**src/rtl/sbu_pkg.sv**
```systemverilog
package sbu_pkg;

    typedef enum logic [3:0] {
        OP_RLT = 4'd0,
        OP_RRT = 4'd1,
        OP_ROL = 4'd2,
        OP_ROR = 4'd3,
        OP_SHL = 4'd4,
        OP_ASR = 4'd5,
        OP_LSR = 4'd6,
        OP_SWP = 4'd7,
        OP_TST = 4'd8,
        OP_CLR = 4'd9,
        OP_SET = 4'd10
    } sbu_op_e;

    typedef struct packed {
        logic z;
        logic n;
        logic h;
        logic c;
    } sbu_flags_t;

endpackage

```
**src/rtl/sbu_shifter.sv**
```systemverilog
module sbu_shifter
    import sbu_pkg::*;
#(
    parameter int DATA_W = 8
) (
    input  sbu_op_e             op,
    input  logic [DATA_W-1:0]   din,
    input  logic                cin,
    output logic [DATA_W-1:0]   dout,
    output logic                cout,
    output logic                hit
);
    localparam int MSB  = DATA_W - 1;
    localparam int HALF = DATA_W / 2;

    always_comb begin
        dout = din;
        cout = cin;
        hit  = 1'b1;
        unique case (op)
            OP_RLT: begin dout = {din[MSB-1:0], cin};      cout = din[MSB]; end
            OP_RRT: begin dout = {cin, din[MSB:1]};        cout = din[0];   end
            OP_ROL: begin dout = {din[MSB-1:0], din[MSB]}; cout = din[MSB]; end
            OP_ROR: begin dout = {din[0], din[MSB:1]};     cout = din[0];   end
            OP_SHL: begin dout = {din[MSB-1:0], 1'b0};     cout = din[MSB]; end
            OP_ASR: begin dout = {din[MSB], din[MSB:1]};   cout = din[0];   end
            OP_LSR: begin dout = {1'b0, din[MSB:1]};       cout = din[0];   end
            OP_SWP: begin dout = {din[HALF-1:0], din[MSB:HALF]}; cout = 1'b0; end
            default: hit = 1'b0;
        endcase
    end
endmodule

```
**src/rtl/sbu_bitops.sv**
```systemverilog
module sbu_bitops
    import sbu_pkg::*;
#(
    parameter int DATA_W = 8,
    localparam int IDX_W = $clog2(DATA_W)
) (
    input  sbu_op_e             op,
    input  logic [IDX_W-1:0]    idx,
    input  logic [DATA_W-1:0]   din,
    output logic [DATA_W-1:0]   dout,
    output logic                picked,
    output logic                is_test,
    output logic                is_mod
);
    logic [DATA_W-1:0] sel_mask;

    for (genvar g = 0; g < DATA_W; g++) begin : g_mask
        assign sel_mask[g] = (idx == IDX_W'(g));
    end

    assign picked = |(din & sel_mask);

    always_comb begin
        dout    = din;
        is_test = 1'b0;
        is_mod  = 1'b0;
        unique case (op)
            OP_TST: is_test = 1'b1;
            OP_CLR: begin dout = din & ~sel_mask; is_mod = 1'b1; end
            OP_SET: begin dout = din |  sel_mask; is_mod = 1'b1; end
            default: ;
        endcase
    end
endmodule

```
**src/rtl/sbu_merge.sv**
```systemverilog
module sbu_merge
    import sbu_pkg::*;
#(
    parameter int DATA_W = 8
) (
    input  logic [DATA_W-1:0]   din,
    input  sbu_flags_t          fin,
    input  logic                sh_hit,
    input  logic [DATA_W-1:0]   sh_res,
    input  logic                sh_cout,
    input  logic                bt_test,
    input  logic                bt_mod,
    input  logic                bt_pick,
    input  logic [DATA_W-1:0]   bt_res,
    output logic [DATA_W-1:0]   dout,
    output logic                wr,
    output sbu_flags_t          fout
);
    always_comb begin
        dout = din;
        wr   = 1'b0;
        fout = fin;
        if (sh_hit) begin
            dout   = sh_res;
            wr     = 1'b1;
            fout.z = (sh_res == '0);
            fout.n = 1'b0;
            fout.h = 1'b0;
            fout.c = sh_cout;
        end else if (bt_test) begin
            fout.z = ~bt_pick;
            fout.n = 1'b0;
            fout.h = 1'b1;
        end else if (bt_mod) begin
            dout = bt_res;
            wr   = 1'b1;
        end
    end
endmodule

```
**src/rtl/shift_bit_unit.sv**
```systemverilog
module shift_bit_unit
    import sbu_pkg::*;
#(
    parameter int DATA_W = 8,
    localparam int IDX_W = $clog2(DATA_W)
) (
    input  logic [3:0]          op_sel,
    input  logic [IDX_W-1:0]    bit_idx,
    input  logic [DATA_W-1:0]   operand,
    input  logic [3:0]          flags_in,
    output logic [DATA_W-1:0]   result,
    output logic                wr_en,
    output logic [3:0]          flags_out
);
    sbu_op_e           op;
    sbu_flags_t        fin, fout;
    logic [DATA_W-1:0] sh_res, bt_res;
    logic              sh_cout, sh_hit, bt_pick, bt_test, bt_mod;

    assign op        = sbu_op_e'(op_sel);
    assign fin       = sbu_flags_t'(flags_in);
    assign flags_out = fout;

    sbu_shifter #(.DATA_W(DATA_W)) u_shift (
        .op(op), .din(operand), .cin(fin.c),
        .dout(sh_res), .cout(sh_cout), .hit(sh_hit)
    );

    sbu_bitops #(.DATA_W(DATA_W)) u_bits (
        .op(op), .idx(bit_idx), .din(operand),
        .dout(bt_res), .picked(bt_pick), .is_test(bt_test), .is_mod(bt_mod)
    );

    sbu_merge #(.DATA_W(DATA_W)) u_merge (
        .din(operand), .fin(fin),
        .sh_hit(sh_hit), .sh_res(sh_res), .sh_cout(sh_cout),
        .bt_test(bt_test), .bt_mod(bt_mod), .bt_pick(bt_pick), .bt_res(bt_res),
        .dout(result), .wr(wr_en), .fout(fout)
    );
endmodule

```
**config.mk**
```make
export PLATFORM = sky130hd
export DESIGN_NAME = shift_bit_unit
export DESIGN_NICKNAME = d
export VERILOG_FILES = /design/src/rtl/sbu_pkg.sv /design/src/rtl/sbu_shifter.sv /design/src/rtl/sbu_bitops.sv /design/src/rtl/sbu_merge.sv /design/src/rtl/shift_bit_unit.sv
export SDC_FILE = /design/constraint.sdc
export NUM_CORES = 1
export LEC_CHECK = 0
export BUFFER_PORTS_ARGS = -buffer_cell sky130_fd_sc_hd__buf_2
export CAP_MARGIN = 20
export CORE_MARGIN = 2
export CORE_UTILIZATION = 48
export DETAILED_ROUTE_END_ITERATION = 16
export GPL_ROUTABILITY_DRIVEN = 0
export PLACE_DENSITY = 0.8
export SYNTH_ARGS = -nofsm -noshare
export SYNTH_HDL_FRONTEND = slang
export SYNTH_SLANG_ARGS = --single-unit
```
**constraint.sdc**
```tcl
create_clock -name vclk -period 1.3
set_clock_uncertainty 0.15 [all_clocks]
set_input_delay 0.065 -clock vclk [all_inputs]
set_output_delay 0.065 -clock vclk [all_outputs]
set_load 0.01 [all_outputs]
```
==> run_results.csv, run 1 <==
group,metric,value,unit
synthesis,yosysWarnings,0,
synthesis,synthTopCellsByArea,"mux2i_1, a21oi_1, mux4_2, nand2_1, buf_2",
timing,worst_endpoint,"flags_out[3]",
floorplanning,fp.dieW,47.38,um
synthesis,syn_inst,133,
synthesis,synthesis.nets,152,
floorplanning,placementRows,15,
clock_tree,cts_hold_buffers,0,
synthesis,synth_top_area_cell,"mux2i_1",
floorplanning,die_h,47.38,um
synthesis,netlist.area_leader.share,8.864,%
status,stop_error,"[ERROR GRT-0232] Routing congestion too high. Check the congestion heatmap in the GUI.",
synthesis,yosysUniqueCellTypes,44,
status,lastStage,"5_1_grt",
place,place_hpwl,2.803,mm
status,outcome,"aborted with a tool error",
synthesis,ys_seq_area_share,0,%
place,dpl.cell_count,219,
global_routing,grt_usage,79.20,%
floorplanning,start_util,51.76,%
global_routing,grt.overflow.total,65,
floorplanning,io_pins,32,
timing,endpoint_type,"primary output",
place,io_buffers,32,
synthesis,syn_area,903.4,um2
synthesis,syn_area_per_cell,6.792,um2
global_routing,grt_max_degree,14,
==> per-stage QoR <==
stage | setup WS, ns | TNS, ns | cell area, um2
floorplan | -0.1093 | -0.1093 | 943.4
global placement | -0.3074 | -2.124 | 1368
detailed placement | -0.3129 | -2.368 | 1368
CTS | -0.2389 | -1.034 | 1623
==> cells by family after synthesis <==
kind of cell	synth area share, %
AOI/OAI and AO/OA	42.25
and+or+nand+nor	25.76
buffers and inverters	12.05
muxes	18.00
xor gates and xnor gates	1.939
==> per-layer routing <==
layer,GRT usage [%],overflow
met5,5.000,0
met4,105.6,37
met3,57.31,0
met2,97.84,28
met1,72.46,0
==> synthesized netlist by cell type (all sizes together), types with 5 or more instances <==
master	n
mux2i	8
nand2	12
o21ai	8
a21o	5
inv	5
clkbuf	7
nor2	6
buf	10
a21oi	9
==> what timing repair did <==
action	4_1_cts
gates cloned	1
buffers inserted	3
pin swaps	6
endpoints found under the setup margin	12
resized for setup	52
==> run 2, diff against run 1 <==
CORE_AREA = 2 2 63 65   (was not set)
CORE_MARGIN = not set   (was 2)
CORE_UTILIZATION = not set   (was 48)
DIE_AREA = 0 0 65 67   (was not set)
PLACE_DENSITY = not set   (was 0.8)
PLACE_DENSITY_LB_ADDON = 0.15   (was not set)
clock period = 1.69 ns   (was 1.3 ns; I/O delays follow)
==> run 2 against run 1 <==
Against the previous run: the flow now finishes without violations; synthesized area unchanged; synthesized cell count unchanged.
==> run_results.csv, run 2 <==
group,metric,value,unit
global_routing,grt_pass1_vias,1193,
power,total_power,353.1,uW
status,outcome,"finished clean",
floorplanning,start_util,25.05,%
place,io_buffers,32,
synthesis,syn_area_per_cell,6.792,um2
floorplanning,fp.dieW,65,um
floorplanning,die_h,67,um
final_layout,num-nets-final,192,
timing,fin_crit_sh,95.53,%
global_routing,antenna_found_initial,0,
floorplanning,die-area,4355,um2
global_routing,grt.overflow.total,0,
timing,worstMarginPinSlew,0.4799,ns
detailed_routing,ant_nets,0,
worst_setup_path,required,1.46,ns
power,power.density,280.5,nW/um2
final_layout,area_growth,39.34,%
power,combPwrFrac,100.0,%
power,switchingPower,188.0,uW
synthesis,yosysWarnings,0,
job,maxCapViolations,0,
final_layout,post-route-util,34.91,%
floorplanning,placementRows,22,
final_layout,seq_cell_count,0,
detailed_routing,via_count,1207,
synthesis,synth_top_area_cell,"mux2i_1",
final_layout,layout_commonest_cell,"buf_2",
timing,fin_hold_ws,0.3041,ns
synthesis,yosysUniqueCellTypes,44,
worst_setup_path,crit_chain,"buf_2 -> buf_4 -> mux2i_1 -> mux4_2 -> a31oi_2 -> o41ai_2 -> buf_2",
synthesis,netlist.area_leader.share,8.864,%
global_routing,grt_pass1_wl,5.865,mm
timing,finalHoldViolations,0,
worst_setup_path,crit_fanout,7,
timing,drv_slew,0,
worst_setup_path,critPathKind,"in2out",
final_layout,layout-drive-gt1-share,40.94,%
synthesis,synth_commonest_cells,"nand2_1, a21oi_1, buf_2, mux2i_1, o21ai_0",
worst_setup_path,slowest_delay,0.49,ns
timing,timing.fmax,0.6194,GHz
worst_setup_path,critPathSlowestCell,"mux4_2",
power,sequentialPowerShare,0,%
synthesis,synthTopCellsByArea,"mux2i_1, a21oi_1, mux4_2, nand2_1, buf_2",
timing,setup_viol_count_final,0,
synthesis,syn_area,903.4,um2
worst_setup_path,cpMostUsedCell,"buf_2",
place,place_hpwl,2.777,mm
timing,slew_headroom,67.71,%
final_layout,regArea,0,um2
final_layout,final_cell_mix,"buf_2, buf_4, nand2_1",
global_routing,grt_max_degree,18,
synthesis,ys_seq_area_share,0,%
final_layout,nClkBuffers,0,
detailed_routing,wire_per_inst,16.70,um
synthesis,syn_inst,133,
timing,min_period,1.615,ns
final_layout,fillCellCount,400,
worst_setup_path,end_kind,"output port",
power,intPower,165.1,uW
detailed_routing,drtIter0Drc,64,
final_layout,antenna_cells,0,
min_path,min_path_type,"in2out",
power,p_sw_share,53.23,%
power,power.share.clock,0,%
worst_setup_path,crit_arrival,1.38,ns
detailed_routing,drt_pass1_iterations,4,
floorplanning,io_pins,32,
synthesis,yosysMostFrequentCell,"nand2_1",
detailed_routing,wirelength,3.658,mm
global_routing,grt_usage,17.10,%
synthesis,synthesis.nets,152,
floorplanning,core,3606,um2
detailed_routing,vias_per_cell,5.511,
detailed_routing,drc,0,
clock_tree,cts_setup_buffers,0,
worst_setup_path,worstSetupStartpointType,"primary input",
power,ir_drop,93.06,uV
power,leakagePower,0.5558,nW
run 2: cell counts after synthesis:
Identical to the previous run, type by type.
run 2: critical path: cells and delay by family:
kind | cells | cell delay, ns
buffers and inverters | 3 | 0.42
AO/OA/AOI/OAI | 2 | 0.30
multiplexers | 2 | 0.57
run 2: kinds of logic (layout without fill, tap and decap cells):
family | after synthesis | count (layout) | synth area share (%)
compound gates | 53 | 53 | 42.25
simple gates | 43 | 43 | 25.76
buf+inv | 22 | 60 | 12.05
mux | 13 | 13 | 18.00
xor+xnor | 2 | 2 | 1.939
run 2: through the flow:
| stage | setup WS (ns) | area, um2 | std cells | setup TNS, ns |
|---|---|---|---|---|
| global route | -0.01201 | 1259 | 219 | -0.01201 |
| CTS | 0.01538 | 1209 | 219 | 0 |
| global placement | 0.005217 | 1206 | 219 | 0 |
| floorplan | 0.1425 | 903.4 | 133 | 0 |
| detailed placement | -0.001091 | 1206 | 219 | -0.001091 |
| finish | 0.07550 | 1259 | 219 | 0 |
run 2: final timing paths:
check,cells past startpoint,end,slack (ns),from
max,7,flags_out[3],0.08,operand[7]
min,3,flags_out[1],0.30,flags_in[1]
run 2: cell type report:
cell class	instances	area [um2]	area share, %
Multi-Input combinational cell	111	819.5	65.11
Timing Repair Buffer	55	360.3	28.63
Tap cell	48	60.06	4.771
Inverter	5	18.77	1.491
run 2: what timing repair did:
item,in CTS,in global routing
pin swaps,0,3
gates resized for setup,1,17
hold buffers,0,0
endpoints found under the setup margin,1,7
cloned,0,0
run 2: layer usage:
layer  part of all wire, %  up-vias  GRT usage, %
li1                      -      588             -
met1                    47      574         24.37
met2                    47       43         28.09
met3                   4.7        2         1.520
met4                  0.79        0         2.926
met5                     0        -             0
run 2: power by group through the flow:
stage / registers [mW] / logic, mW / clock network, mW
2_1_floorplan: 0 / 0.202 / 0
3_3_place_gp: 0 / 0.330 / 0
3_5_place_dp: 0 / 0.332 / 0
4_1_cts: 0 / 0.334 / 0
5_1_grt: 0 / 0.382 / 0
6_report: 0 / 0.353 / 0
(Power assumes the default switching activity.)
